<file path="src/rtl/rxd_pkg.sv">
package rxd_pkg;
  typedef enum logic [1:0] {
    SLOT_DROP  = 2'd0,
    SLOT_AUDIO = 2'd1,
    SLOT_MIDI  = 2'd2
  } slot_e;
endpackage

</file>
<file path="src/rtl/rxd_ctrl.sv">
module rxd_ctrl #(
  parameter int CHN_W  = 6,
  parameter int SKIP_W = 4,
  parameter int CNT_W  = 5
) (
  input  logic              clk_i,
  input  logic              rst_ni,
  input  logic              en_wr_i,
  input  logic              en_val_i,
  input  logic [CHN_W-1:0]  cfg_chan_i,
  input  logic [SKIP_W-1:0] cfg_skip_i,
  input  logic [CNT_W-1:0]  cfg_naudio_i,
  input  logic [3:0]        cfg_nmidi_i,
  output logic              run_o,
  output logic              start_o,
  output logic [SKIP_W-1:0] skip_o,
  output logic [CNT_W-1:0]  na_o,
  output logic              has_midi_o
);
  logic chan_ok;
  assign chan_ok = (cfg_chan_i != '1);
  assign start_o = en_wr_i && en_val_i && chan_ok;

  always_ff @(posedge clk_i or negedge rst_ni) begin
    if (!rst_ni) begin
      run_o      <= 1'b0;
      skip_o     <= '0;
      na_o       <= '0;
      has_midi_o <= 1'b0;
    end else if (en_wr_i) begin
      run_o <= start_o;
      if (start_o) begin
        skip_o     <= cfg_skip_i;
        na_o       <= cfg_naudio_i;
        has_midi_o <= (cfg_nmidi_i != 4'd0);
      end
    end
  end

  // frozen config only moves on an accepted start
  assert_cfg_frozen_R9: assert property (@(posedge clk_i) disable iff (!rst_ni)
    !start_o |=> $stable(na_o) && $stable(skip_o) && $stable(has_midi_o));
endmodule

</file>
<file path="src/rtl/rxd_pos.sv">
module rxd_pos #(
  parameter int POS_W  = 5,
  parameter int SKIP_W = 4,
  parameter int CNT_W  = 5
) (
  input  logic              clk_i,
  input  logic              rst_ni,
  input  logic              run_i,
  input  logic              start_i,
  input  logic              q_valid_i,
  input  logic              q_sob_i,
  input  logic [SKIP_W-1:0] skip_i,
  input  logic [CNT_W-1:0]  na_i,
  input  logic              has_midi_i,
  output logic              take_o,
  output logic [POS_W-1:0]  pos_o,
  output logic              len_err_o
);
  logic [POS_W-1:0] pos_q, blk_len, nxt;
  logic             synced_q;

  assign blk_len = POS_W'(skip_i) + POS_W'(na_i) + POS_W'(has_midi_i);
  assign pos_o   = q_sob_i ? '0 : pos_q;
  assign nxt     = pos_o + POS_W'(1);
  assign take_o  = q_valid_i && run_i && (synced_q || q_sob_i);

  always_ff @(posedge clk_i or negedge rst_ni) begin
    if (!rst_ni) begin
      pos_q     <= '0;
      synced_q  <= 1'b0;
      len_err_o <= 1'b0;
    end else if (start_i) begin
      pos_q     <= '0;
      synced_q  <= 1'b0;
      len_err_o <= 1'b0;
    end else begin
      len_err_o <= take_o && q_sob_i && synced_q && (pos_q != '0);
      if (take_o) begin
        pos_q    <= (nxt >= blk_len) ? '0 : nxt;
        synced_q <= 1'b1;
      end
    end
  end

  assert_pos_in_block_R7: assert property (@(posedge clk_i) disable iff (!rst_ni)
    run_i && (blk_len != '0) |-> pos_q < blk_len);
  assert_err_needs_marker_R10: assert property (@(posedge clk_i) disable iff (!rst_ni)
    len_err_o |-> $past(q_valid_i && q_sob_i && run_i));
endmodule

</file>
<file path="src/rtl/rxd_route.sv">
module rxd_route
  import rxd_pkg::*;
#(
  parameter int POS_W  = 5,
  parameter int SKIP_W = 4,
  parameter int CNT_W  = 5,
  parameter int MAX_CH = 16,
  parameter int IDX_W  = 4
) (
  input  logic              clk_i,
  input  logic              rst_ni,
  input  logic              take_i,
  input  logic [POS_W-1:0]  pos_i,
  input  logic [SKIP_W-1:0] skip_i,
  input  logic [CNT_W-1:0]  na_i,
  input  logic              has_midi_i,
  input  logic [31:0]       q_data_i,
  input  logic [MAX_CH-1:0] label_mask_i,
  output logic              smp_valid_o,
  output logic [IDX_W-1:0]  smp_ch_o,
  output logic              smp_label_o,
  output logic              midi_valid_o,
  output logic [31:0]       data_o
);
  slot_e            slot;
  logic [POS_W-1:0] aud_end;
  logic [IDX_W-1:0] ch_c;

  assign aud_end = POS_W'(skip_i) + POS_W'(na_i);
  assign ch_c    = IDX_W'(pos_i - POS_W'(skip_i));

  always_comb begin
    slot = SLOT_DROP;
    if (pos_i >= POS_W'(skip_i) && pos_i < aud_end) slot = SLOT_AUDIO;
    else if (has_midi_i && pos_i == aud_end)         slot = SLOT_MIDI;
  end

  always_ff @(posedge clk_i or negedge rst_ni) begin
    if (!rst_ni) begin
      smp_valid_o  <= 1'b0;
      midi_valid_o <= 1'b0;
      smp_ch_o     <= '0;
      smp_label_o  <= 1'b0;
      data_o       <= '0;
    end else begin
      smp_valid_o  <= take_i && (slot == SLOT_AUDIO);
      midi_valid_o <= take_i && (slot == SLOT_MIDI);
      if (take_i) begin
        data_o <= q_data_i;
        if (slot == SLOT_AUDIO) begin
          smp_ch_o    <= ch_c;
          smp_label_o <= label_mask_i[ch_c];
        end
      end
    end
  end

  assert_one_kind_R6: assert property (@(posedge clk_i) disable iff (!rst_ni)
    !(smp_valid_o && midi_valid_o));
  assert_ch_in_range_R5: assert property (@(posedge clk_i) disable iff (!rst_ni)
    smp_valid_o |-> CNT_W'(smp_ch_o) < $past(na_i));
  assert_strobe_needs_take_R4: assert property (@(posedge clk_i) disable iff (!rst_ni)
    (smp_valid_o || midi_valid_o) |-> $past(take_i));
endmodule

</file>
<file path="src/rtl/rx_block_deint.sv">
module rx_block_deint #(
  parameter int MAX_CH   = 16,
  parameter int SKIP_MAX = 15,
  parameter int CHN_W    = 6,
  localparam int CNT_W   = $clog2(MAX_CH + 1),
  localparam int IDX_W   = (MAX_CH > 1) ? $clog2(MAX_CH) : 1,
  localparam int SKIP_W  = (SKIP_MAX > 0) ? $clog2(SKIP_MAX + 1) : 1,
  localparam int POS_W   = $clog2(SKIP_MAX + MAX_CH + 2)
) (
  input  logic              clk_i,
  input  logic              rst_ni,
  input  logic              en_wr_i,
  input  logic              en_val_i,
  input  logic [CHN_W-1:0]  cfg_chan_i,
  input  logic [SKIP_W-1:0] cfg_skip_i,
  input  logic [CNT_W-1:0]  cfg_naudio_i,
  input  logic [3:0]        cfg_nmidi_i,
  input  logic [MAX_CH-1:0] label_mask_i,
  input  logic              q_valid_i,
  input  logic              q_sob_i,
  input  logic [31:0]       q_data_i,
  output logic              smp_valid_o,
  output logic [IDX_W-1:0]  smp_ch_o,
  output logic [31:0]       smp_data_o,
  output logic              smp_label_o,
  output logic              midi_valid_o,
  output logic [31:0]       midi_data_o,
  output logic              len_err_o
);
  logic              run, start, has_midi, take;
  logic [SKIP_W-1:0] skip;
  logic [CNT_W-1:0]  na;
  logic [POS_W-1:0]  pos;
  logic [31:0]       data;

  rxd_ctrl #(.CHN_W(CHN_W), .SKIP_W(SKIP_W), .CNT_W(CNT_W)) u_ctrl (
    .clk_i, .rst_ni, .en_wr_i, .en_val_i, .cfg_chan_i, .cfg_skip_i,
    .cfg_naudio_i, .cfg_nmidi_i,
    .run_o(run), .start_o(start), .skip_o(skip), .na_o(na), .has_midi_o(has_midi)
  );

  rxd_pos #(.POS_W(POS_W), .SKIP_W(SKIP_W), .CNT_W(CNT_W)) u_pos (
    .clk_i, .rst_ni, .run_i(run), .start_i(start), .q_valid_i, .q_sob_i,
    .skip_i(skip), .na_i(na), .has_midi_i(has_midi),
    .take_o(take), .pos_o(pos), .len_err_o
  );

  rxd_route #(.POS_W(POS_W), .SKIP_W(SKIP_W), .CNT_W(CNT_W),
              .MAX_CH(MAX_CH), .IDX_W(IDX_W)) u_route (
    .clk_i, .rst_ni, .take_i(take), .pos_i(pos), .skip_i(skip), .na_i(na),
    .has_midi_i(has_midi), .q_data_i, .label_mask_i,
    .smp_valid_o, .smp_ch_o, .smp_label_o, .midi_valid_o, .data_o(data)
  );

  assign smp_data_o  = data;
  assign midi_data_o = data;

  assert_stopped_is_silent_R2: assert property (@(posedge clk_i) disable iff (!rst_ni)
    !run |=> !smp_valid_o && !midi_valid_o && !len_err_o);
endmodule

</file>
<file path="config.mk">
export PLATFORM = sky130hd
export DESIGN_NAME = rx_block_deint
export DESIGN_NICKNAME = d
export VERILOG_FILES = /design/src/rtl/rxd_pkg.sv /design/src/rtl/rxd_ctrl.sv /design/src/rtl/rxd_pos.sv /design/src/rtl/rxd_route.sv /design/src/rtl/rx_block_deint.sv
export SDC_FILE = /design/constraint.sdc
export NUM_CORES = 1
export LEC_CHECK = 0
export BUFFER_PORTS_ARGS = -buffer_cell sky130_fd_sc_hd__buf_2
export CAP_MARGIN = 20
export CORE_UTILIZATION = 42
export CTS_CLUSTER_DIAMETER = 30
export DETAILED_ROUTE_END_ITERATION = 6
export PLACE_DENSITY_LB_ADDON = 0.08
export SKIP_LAST_GASP = 1
export SLEW_MARGIN = 20
export SYNTH_ARGS = -nofsm -noshare
export SYNTH_HDL_FRONTEND = slang
export SYNTH_HIERARCHICAL = 1
export SYNTH_SLANG_ARGS = --single-unit
</file>
<file path="constraint.sdc">
create_clock -name clk_i -period 5.3 [get_ports clk_i]
set_input_delay 1.06 -clock clk_i [delete_from_list [all_inputs] [get_ports clk_i]]
set_output_delay 1.06 -clock clk_i [all_outputs]
set_load 0.03 [all_outputs]
</file>
### After elaboration in Yosys (flattened, before gate mapping)

Cells that the tools add are included.

| word-level totals | value |
|---|---|
| register bits after elaboration | 58 |
| logic and storage cells | 52 |

| cells by class | value |
|---|---|
| $add $sub $neg | 4 |
| magnitude comparators | 4 |
| equality and inequality tests | 4 |
| muxes and demuxes | 11 |
| reduce and logical (&&, ||, !) cells | 17 |

Operators by type and width:

| cell | number |
|---|---|
| 6-bit two-way mux | 4 |
| 1-bit logical AND | 11 |
| 4-bit by 5-bit adder with 6-bit output | 1 |
| 6-bit by 1-bit adder with 6-bit output | 1 |
| 6-bit by 1-bit adder with 6-bit output, second input constant | 1 |
| 6-bit == test | 1 |
| 6-bit by 4-bit >= comparator with 1-bit output | 1 |
| 6-bit >= comparator | 1 |
| 6-bit < comparator | 1 |
| 6-bit inequality test, second input constant | 1 |
| 6-bit nonzero test | 1 |
| 4-bit by 5-bit < comparator with 1-bit output, second input constant | 1 |
| 1-bit binary-select mux with 4-bit select | 1 |
| 1-bit two-way mux | 4 |
| 2-bit two-way mux | 2 |
| 2-bit AND reduction | 2 |
| 4-bit nonzero test | 1 |
| 4-bit subtractor | 1 |
| 2-bit by 1-bit == test with 1-bit output, second input constant | 1 |
| 2-bit == test, second input constant | 1 |
| 2-bit nonzero test | 1 |
| 1-bit logical OR | 1 |

### Depth between registers and ports, before layout

Gate-level depths: netlist (run 1).

| depth | value |
|---|---|
| word-level depth | 7 |
| mapped depth | 14 |

### Hierarchy

The synthesis (run 1) kept the hierarchy.

By module, submodules not included:

| module | instances | cells each | area an instance (sq um) |
|---|---|---|---|
| rxd_route | 1 | 148 | 2023.2 |
| rxd_pos | 1 | 78 | 752.0 |
| rxd_ctrl | 1 | 29 | 441.7 |
| rx_block_deint | 1 | 32 | 240.2 |

### Least setup slack after synthesis (run 1)

No wires, ideal clock.

| timing path | value |
|---|---|
| path kind | input to register |
| start point | input port q_sob_i |
| end point | register u_route.smp_label_o |
| library setup time | 0.125 ns |
| arrival | 2.855 ns |
| data required time | 5.175 ns |
| slack | 2.320 ns |
| stages | 11 |
| path buffers | 0 |
| path through | and2b_1 inv_1 ha_1 inv_1 fa_1 a21o_2 a21oi_1 o21ai_0 nand3_1 inv_2 mux2_4 |

| on the way | value |
|---|---|
| longest elaborated chain between the ends | 7 |

Ends and longest elaborated chain:

| what | line | source |
|---|---|---|
| start, declared | rx_block_deint.sv:20 | `input logic q_sob_i,` |
| parallel branches: the longest is 7 deep, another holds 4-bit subtractor | -- |  |
| end signal, assigned | rxd_route.sv:52 | `smp_label_o <= label_mask_i[ch_c];` |
| end, declared | rxd_route.sv:21 | `output logic smp_label_o,` |

Several ways; the timed one is not identified. The select of a mux whose other input is x is not followed.
A chain may end at the register's enable or synchronous reset.

### Final worst setup path (run 1)

| timing path | value |
|---|---|
| start point | register u_ctrl.skip_o[0] |
| end point | register u_route.smp_ch_o[2] |

| on the way | value |
|---|---|
| longest elaborated chain between the ends | 7 |

Ends and longest elaborated chain:

| what | line | source |
|---|---|---|
| start, declared | rxd_ctrl.sv:16 | `output logic [SKIP_W-1:0] skip_o,` |
| start signal, assigned | rxd_ctrl.sv:33 | `skip_o <= cfg_skip_i;` |
| parallel branches: the longest is 7 deep, another holds 4-bit by 5-bit adder with 6-bit output | -- |  |
| end signal, assigned | rxd_route.sv:51 | `smp_ch_o <= ch_c;` |
| end, declared | rxd_route.sv:20 | `output logic [IDX_W-1:0] smp_ch_o,` |

Several ways; the timed one is not identified.

==> impl_results.md, run 1 <==
* CP cell instances: ha_1 -> inv_1 -> fa_1 -> inv_1 -> a21o_1 -> a21oi_1 -> xor2_1 -> ha_1 -> nand4_1 -> a21oi_1 -> a211oi_2 -> nand3_1 -> inv_2 -> mux2_2
* DP HPWL at 5040 um
* Post-layout min period at 3030 ps
* Worst path arrival time at 3250 ps
* Wire per inst at 12.9 um
* Worst-margin pin slew at between 700 and 800 ps
* WS Path Type: register to register
* Main combinational cell family by area after synthesis: multiplexers
* Final hold vios at 0
* Slew HR at 51.4%
* Initial DRT Pass Iterations at 4
* Max cap viols at 0
* Nets at 506
* Register area share after synthesis at 42.0%
* CP Launch Type: register
* Max Slew Vio Count at 0
* Required @ worst endpoint at 5510 ps
* Longest Clk Path Bufs at 2
* CTS H-tree lvls at 3
* # DRC at 0
* Worst-Skew Late Latency at 330 ps
* PortBufs at approximately 140
* # IOs at 145
* Effective utilization at floorplan at about 44%
* Die width at 92.7 um
* Initial DRC count at 50
* Multiplexer share of the synthesized area at a little under a fifth
* Yosys warning count at 6
* #FFs+latches synth at 58
* Worst Clk Skew at roughly 15 ps
* CP Buf/Inv Count at 3
* CTS tree: built
* Top FF cell, synth: dfrtp_1
* Tot GR Track Use at 16.4%
* GPL Wtd Cong at 0.782
* CP Capture Type: register
* Max Clock Freq at 0.330 GHz
* Post-Synth Simple-Gate Area at around 6.7%
* Synth Cell Area at 3460 um^2
* Post-synth EDFFs at 0
* Inst Count DP at 496
* Cells after synthesis at 287
* Total gr overflow at 0
* Vias in the first global route at 2349
* Synth Area in XOR/XNOR at 2.79%
* Non-Filler Instances at roughly 510
* Synth cell types at 41
* Synthesized area per cell at ~12 um^2
* Final worst setup slack at 2270 ps
* Hold_ws at 511 ps
* Period utilization at around 57%
* CTS Root Cell: clkbuf_8
* Fill cell count at 727
* Initial antenna violation count at 0
* Full die area at 8600 um^2
* RSZ-0062 raised after global routing: false
* Remaining antenna violation count after routing at 0
* Setup-failing EPs final at 0
* Synth Net Count at between 300 and 400
* Vias per Instance at 4.82
* CTS Sinks at between 50 and 60
* Ys async rst share at 100%
* Compound-gate portion of the synthesized area at 8.98%
* Largest net degree at the start of global routing at 59
* Delay-heaviest family, CP: adder cells
* Vias at 2469
* CTS hold repair buffers at 0
* Post-cts resize count at 0
* CORE AREA at 7850 um^2
* Layout cells sized above 1 at 52.4%
* FP Rows at 32
* HP Class: register to register
* Post-CTS setup buffer count at 0
* Diodes inserted at 0
* Syn-to-layout area delta at 22.8%
* IR drop worst, VDD at 0.150 mV
* Final wirelength at roughly 6600 um
* Outcome: complete, no violations
* Power per Cell Area at 454 nW/um^2
* Clock transition at path regs at 70 ps
* Crit-path max cell delay at 440 ps
* Slowest-stage cell, CP: dfrtp_1
* Synth Area in Adders at 11.0%
* First-pass GRT wire length at 10800 um
* Leak pwr at 0.00223 uW
* Die height at 92.7 um
* Setup TNS at 0 ps
* Crit-path max FO at 4
* Dpl ws at 1940 ps
* Num CTS Buffers at 9
## metrics by stage
| step | util (%) | total power, uW | cell area [um^2] |
|---|---|---|---|
| detailed placement | 51.4 | 1510 | 4040 |
| global placement | 51.4 | 1490 | 4040 |
| floorplan | - | 1350 | 3460 |
| finish | 54.1 | 1930 | 4250 |
| CTS | 54.1 | 1950 | 4250 |
| global route | 54.1 | 2060 | 4250 |
## layout make-up
class	count	area, um^2	share of cell area (%)
Multi-Input combinational cell	172	1660	39.0
Sequential cell	58	1450	34.2
Timing Repair Buffer	145	728	17.2
Clock buffer	11	131	3.09
Tap cell	102	128	3.01
Clock inverter	5	78.8	1.86
Inverter	19	71.3	1.68
## cell usage in the layout (no fill, tap or decap), types with 3 or more instances in the layout
cell	Yosys	final
ha_1	24	24
a21oi_1	10	10
mux2_2	45	45
a21o_1	7	7
nor2b_1	5	5
nand2b_1	4	4
nand3_1	5	5
mux4_1	4	4
nor2_1	7	7
clkbuf_8	0	9
a22o_1	4	4
o21ai_0	4	4
nand4_1	4	4
xnor2_1	3	3
dfrtp_1	58	58
and2b_1	4	4
xor2_1	8	8
fa_1	4	4
inv_1	18	18
o211ai_1	3	3
nand2_1	6	6
buf_2	0	144
## report_power, final
group	internal (uW)	switching (uW)
sequential	546	71.5
clock	264	174
combinational	315	557
total	1120	802
## worst paths after layout
kind,start,end,slack [ps],cells past startpoint
worst max-delay path,u_ctrl/skip_o[0],u_route/smp_ch_o[2],2270,14
worst min-delay path,u_route/smp_ch_o[3],u_route/smp_ch_o[3],510,1
worst max register to register,u_ctrl/skip_o[0],u_route/smp_ch_o[2],2270,14
worst min register to register,u_route/smp_ch_o[3],u_route/smp_ch_o[3],510,1
max in group asynchronous,rst_ni,u_route/midi_valid_o,3940,2
min in group asynchronous,rst_ni,u_route/data_o[4],870,2
## worst reg2reg max path: cells and delay by family, from the launching register on
family / cells / cell delay (ps)
AOI/OAI and AO/OA: 4 / 620
xor gates and xnor gates: 1 / 200
adders and majority gates: 3 / 700
buffers and inverters: 3 / 280
DFF: 1 / 440
muxes: 1 / 340
and+or+nand+nor: 2 / 320
## synthesized netlist by cell type, drive strengths merged (2+ instances only)
master	number	area (um^2)
nand3	5	25.0
mux4	4	105
and3	2	12.5
and2b	4	30.0
nor2b	6	40.0
dfrtp	58	1450
buf	34	263
nor2	7	26.3
nand4	4	25.0
o21ai	6	30.0
a22o	4	35.0
o211ai	5	47.5
clkbuf	4	15.0
fa	4	80.1
o211a	2	35.0
nand2b	4	25.0
ha	24	300
xor2	8	70.1
a21o	8	61.3
nand2	6	22.5
mux2	46	522
a211oi	2	20.0
xnor2	3	26.3
a21oi	10	50.1
inv	19	71.3
## metal layers
layer  wire [um]  vias up  part of all wire (%)  GRT usage (%)
met5           0        -                     0              0
met4          83        0                   1.3           6.92
met3         402        8                   6.1           3.61
met2        3180       95                    48           27.5
met1        2920     1139                    44           20.3
li1            -     1227                     -              -
## cell families (layout without fill, tap and decap cells)
kind of cell | count (synthesis) | in the layout
DFF | 58 | 58
buffers and inverters | 57 | 180
muxes | 51 | 51
and+or+nand+nor | 42 | 42
AOI/OAI and AO/OA | 40 | 40
adders and majority gates | 28 | 28
xor gates and xnor gates | 11 | 11
## registers in the layout, summed over array words and instances (netlist names)
register              flops
u_route/data_o           32
u_pos/pos_q               6
u_ctrl/na_o               5
u_ctrl/skip_o             4
u_route/smp_ch_o          4
u_ctrl/has_midi_o         1
u_ctrl/run_o              1
u_pos/len_err_o           1
u_pos/synced_q            1
u_route/midi_valid_o      1
u_route/smp_label_o       1
u_route/smp_valid_o       1
(Power assumes the default switching activity.)
==> run 2: changes to the inputs <==
Clock period 5.3 ns to 3.15 ns, I/O delays scaled along.
==> impl_results.md, run 2 (synthesized netlist as in run 1, its figures left out) <==
* DP HPWL at 5090 um
* Final hold vios at 0
* Power per Cell Area at 759 nW/um^2
* Total gr overflow at 0
* Syn-to-layout area delta at 24.5%
* Design Area, Final at 4300 um^2
* CTS Sinks at 58
* # DRC at 0
* # IOs at 145
* Max Clock Freq at 0.340 GHz
* WS Path Type: register to register
* Remaining antenna violation count after routing at 0
* Effective utilization at floorplan at between 40% and 50%
* Most frequent cells in the layout: buf_2 (144), dfrtp_1 (58), mux2_2 (45)
* Worst path arrival time at 3160 ps
* Num CTS Buffers at 9
* Switching power share of the total at 41.3%
* Vias at 2495
* Setup TNS at 0 ps
* CTS Root Cell: clkbuf_8
* Max cap viols at 0
* Initial antenna violation count at 0
* CTS tree: built
* Most common library cell in the layout ignoring fill and taps: buf_2
* CORE AREA at 7850 um^2
* Register share of total power at 31.8%
* Worst-margin pin slew at approximately 720 ps
* CTS H-tree lvls at 3
* Dpl ws at 158 ps
* Worst Clk Skew at roughly 6.4 ps
* Worst-Skew Late Latency at 320 ps
* Required @ worst endpoint at roughly 3400 ps
* Max Slew Vio Count at 0
* Period utilization at 93.4%
* Post-layout min period at 2940 ps
* First-pass GRT wire length at 10700 um
* Slew HR at 51.9%
* Outcome: complete, no violations
* PortBufs at 144
* Wire per inst at 12.7 um
* Vias per Instance at 4.83
* Final wirelength at 6560 um
* Clock transition at path regs at 70 ps
* RSZ-0062 raised after global routing: false
* IR drop worst, VDD at approximately 0.29 mV
* Tot GR Track Use at 16.1%
* Max reg flops at 32
* Psw at 1350 uW
* Nets at 512
* CP Launch Type: register
* Setup-failing EPs final at 0
* Full die area at 8600 um^2
* Longest Clk Path Bufs at 2
* Clock share of power at 23.1%
* CP Capture Type: register
* HP Class: input port to asynchronous set/reset pin
* GPL Wtd Cong at 0.765
* Final worst setup slack at approximately 210 ps
* Die width at 92.7 um
* FP Rows at 32
* Largest net degree at the start of global routing at 59
* Gate power share at 45.1%
* Dpl cell area at about 4100 um^2
* Largest reg by FF count: u_route/data_o
* Top Registers: u_route/data_o: 32 flops, u_pos/pos_q: 6 flops, u_ctrl/na_o: 5 flops
* Internal at 1920 uW
* Crit-path max FO at 5
* Layout cells sized above 1 at 53.5%
* Diodes inserted at 0
* Vias in the first global route at 2383
* Die height at about 93 um
* Initial DRT Pass Iterations at 4
* Initial DRC count at between 80 and 90
* Leak pwr at 0.00225 uW
-- run 2: final timing paths --
| path | from | cells after the start | slack [ps] | end |
|---|---|---|---|---|
| max in group asynchronous | rst_ni | 2 | 2220 | u_route/data_o[16] |
| worst max register to register | u_ctrl/skip_o[1] | 11 | 210 | u_route/smp_ch_o[2] |
| min in group clk_i | u_route/smp_ch_o[3] | 1 | 510 | u_route/smp_ch_o[3] |
| worst min-delay path | rst_ni | 2 | 450 | u_route/data_o[4] |
| worst min register to register | u_route/smp_ch_o[3] | 1 | 510 | u_route/smp_ch_o[3] |
| worst max-delay path | u_ctrl/skip_o[1] | 11 | 210 | u_route/smp_ch_o[2] |
-- run 2: routing by layer --
layer	GRT usage (%)	part of all wire, %	up-vias
met5	0	0	-
met4	6.92	0.90	0
met3	4.02	6.8	6
met2	26.4	48	100
met1	20.0	44	1159
li1	-	-	1230
-- run 2: cell type report --
cell class              instances  area, um^2
fillers                       718        3540
multi-input cells             172        1660
flip-flops and latches         58        1450
repair buffers                151         773
clock buffers                  11         141
well taps                     102         128
clock inverters                 4        76.3
inverters                      19        71.3
-- run 2: stage by stage --
step	total power, uW	utilization, %	std cells	hold slack, ps
after detailed placement	2540	51.6	498	509
after floorplan	2270	-	287	334
after CTS	3310	54.4	513	460
final	3260	54.8	517	447
after global placement	2520	51.6	498	498
after global routing	3470	54.8	517	507
-- run 2: critical path: stages, from the launching register on --
cell and delay, ps:
dfrtp_1 430, ha_1 310, a21o_1 160, a21oi_1 220
xor2_1 200, ha_1 270, a21o_1 170, a21o_1 190
a211oi_2 260, nand3_2 150, inv_2 140, mux2_2 330
-- run 2: power by group through the flow --
stage	combinational (uW)	sequential [uW]	clock [uW]
finish	1470	1040	754
global route	1590	1070	815
CTS	1480	1050	782
detailed placement	1480	1060	0
global placement	1470	1050	0
floorplan	921	1350	0
-- run 2: what timing repair did --
item / CTS / global route
endpoints found under the hold margin: 0 / 0
setup endpoints to repair: 0 / 3
gates resized for setup: 0 / 1
hold buffers: 0 / 0
setup buffers: 0 / 4
==> run 3: changes to the inputs <==
==> constraint.sdc (replaced) <==
create_clock -name clk_i -period 3.15 [get_ports clk_i]
set_input_delay 0.1575 -clock clk_i [delete_from_list [all_inputs] [get_ports clk_i]]
set_output_delay 0.1575 -clock clk_i [all_outputs]
set_load 0.03 [all_outputs]
==> impl_results.md, run 3 (synthesized netlist as in run 1, its figures left out) <==
* Vias per Instance at 4.78
* CP Launch Type: register
* HP Class: input port to register
* Vias in the first global route at 2324
* Tot GR Track Use at around 16%
* Wire per inst at 13.1 um
* Diodes inserted at 0
* CTS Root Cell: clkbuf_8
* Crit-path max cell delay at 440 ps
* PortBufs at 144
* Most frequent cells in the layout: buf_2 (144), dfrtp_1 (57), mux2_2 (45)
* Period utilization at 95.1%
* Hold_ws at 41.1 ps
* Initial DRC count at 82
* Num CTS Buffers at 9
* Total power at 3290 uW
* IR drop worst, VDD at 0.308 mV
* Dpl ws at ~110 ps
* # DRC at 0
* CTS H-tree lvls at 3
* Setup TNS at 0 ps
* Max reg flops at 32
* Worst path arrival time at 3210 ps
* Die width at between 90 and 100 um
* FP Rows at 32
* Top Registers: u_route/data_o: 32 flops, u_pos/pos_q: 6 flops, u_ctrl/na_o: 5 flops
* Delay-heaviest family, CP: compound AO/OA/AOI/OAI gates
* Full die area at 8600 um^2
* Largest net degree at the start of global routing at 38
* Outcome: complete, no violations
* Final hold vios at 0
* CORE AREA at 7850 um^2
* Max cap viols at 0
* Initial antenna violation count at 0
* Longest Clk Path Bufs at 2
* Leak pwr at 0.00225 uW
* Initial DRT Pass Iterations at 5
* Final worst setup slack at 153 ps
* Setup-failing EPs final at 0
* Clock transition at path regs at ~70 ps
* RSZ-0062 raised after global routing: false
* Crit-path max FO at 4
* Worst Clk Skew at 10.7 ps
* Largest reg by FF count: u_route/data_o
* Syn-to-layout area delta at 24.5%
* CP cell instances: ha_1 -> inv_1 -> fa_1 -> inv_1 -> a21o_1 -> a21oi_1 -> xor2_1 -> ha_1 -> a21o_1 -> a211oi_2 -> nand3_2 -> inv_2 -> mux2_2
* Grt met1 use at around a fifth
* GR peak layer: met2
* CTS Sinks at 58
* CP Capture Type: register
* Worst-Skew Late Latency at 330 ps
* Total gr overflow at 0
* Vias at 2465
* # IOs at 145
* Max Clock Freq at 0.334 GHz
* Worst-margin pin slew at 732 ps
* Slew HR at about 51%
* Layout cells sized above 1 at 53.4%
* Nets at 510
* Slowest-stage cell, CP: dfrtp_2
* Met2 usage at 28.1%
* Max Slew Vio Count at 0
* Die height at 92.7 um
* Multi-input gate area at around 1700 um^2
* CP Buf/Inv Count at 3
* GPL Wtd Cong at 0.761
* Post-layout min period at 3000 ps
* Fill cell count at 738
* GR Util met3 at about 4.3%
* Required @ worst endpoint at 3360 ps
* DP HPWL at around 5300 um
* Remaining antenna violation count after routing at 0
* First-pass GRT wire length at 10700 um
* Most common library cell in the layout ignoring fill and taps: buf_2
* Register Area at 1450 um^2
* CTS tree: built
* Final wirelength at 6730 um
* Power per Cell Area at 766 nW/um^2
* Effective utilization at floorplan at 44.1%
* WS Path Type: register to register
-- run 3: metal layers --
metal,vias up,routed length [um]
met2,97,3290
met1,1133,2930
met4,0,106
met5,-,0
met3,10,413
li1,1225,-
-- run 3: stage by stage --
stage,instances,area [um^2],util [%]
finish,516,4300,54.8
global route,516,4300,54.8
CTS,513,4270,54.5
detailed placement,496,4040,51.4
global placement,496,4040,51.4
floorplan,287,3460,-
-- run 3: layout make-up --
type                    instances  area share, %
clock buffers                  12           3.61
multi-input cells             172           38.6
flip-flops and latches         58           33.8
clock inverters                 4           1.72
repair buffers                149           17.7
inverters                      19           1.66
well taps                     102           2.97
-- run 3: final timing paths --
kind / startpoint / to / slack (ps) / cells past startpoint
setup / recovery: u_ctrl/skip_o[0] / u_route/smp_ch_o[2] / 150 / 13
hold / removal: en_wr_i / u_ctrl/run_o / 40 / 2
setup reg to reg: u_ctrl/skip_o[0] / u_route/smp_ch_o[2] / 150 / 13
hold reg to reg: u_route/smp_ch_o[3] / u_route/smp_ch_o[3] / 520 / 1
max in group asynchronous: rst_ni / u_route/midi_valid_o / 1910 / 3
min in group asynchronous: rst_ni / u_route/data_o[29] / 440 / 2
-- run 3: where the power goes --
part	internal (uW)	switching, uW	total (uW)
clock network	489	297	786
registers	919	118	1040
logic	534	937	1470
-- run 3: worst register-to-register path, stage by stage (launching register included) --
cell      delay (ps)
dfrtp_2          440
ha_1             230
inv_1             70
fa_1             200
inv_1             50
a21o_1           170
a21oi_1          170
xor2_1           190
ha_1             270
a21o_1           180
a211oi_2         290
nand3_2          150
inv_2            140
mux2_2           340
-- run 3: repair_timing --
item                                   CTS  global route
setup endpoints to repair                0             3
hold buffers                             1             0
gates resized for setup                  0             2
endpoints found under the hold margin   32             0
setup buffers                            0             3
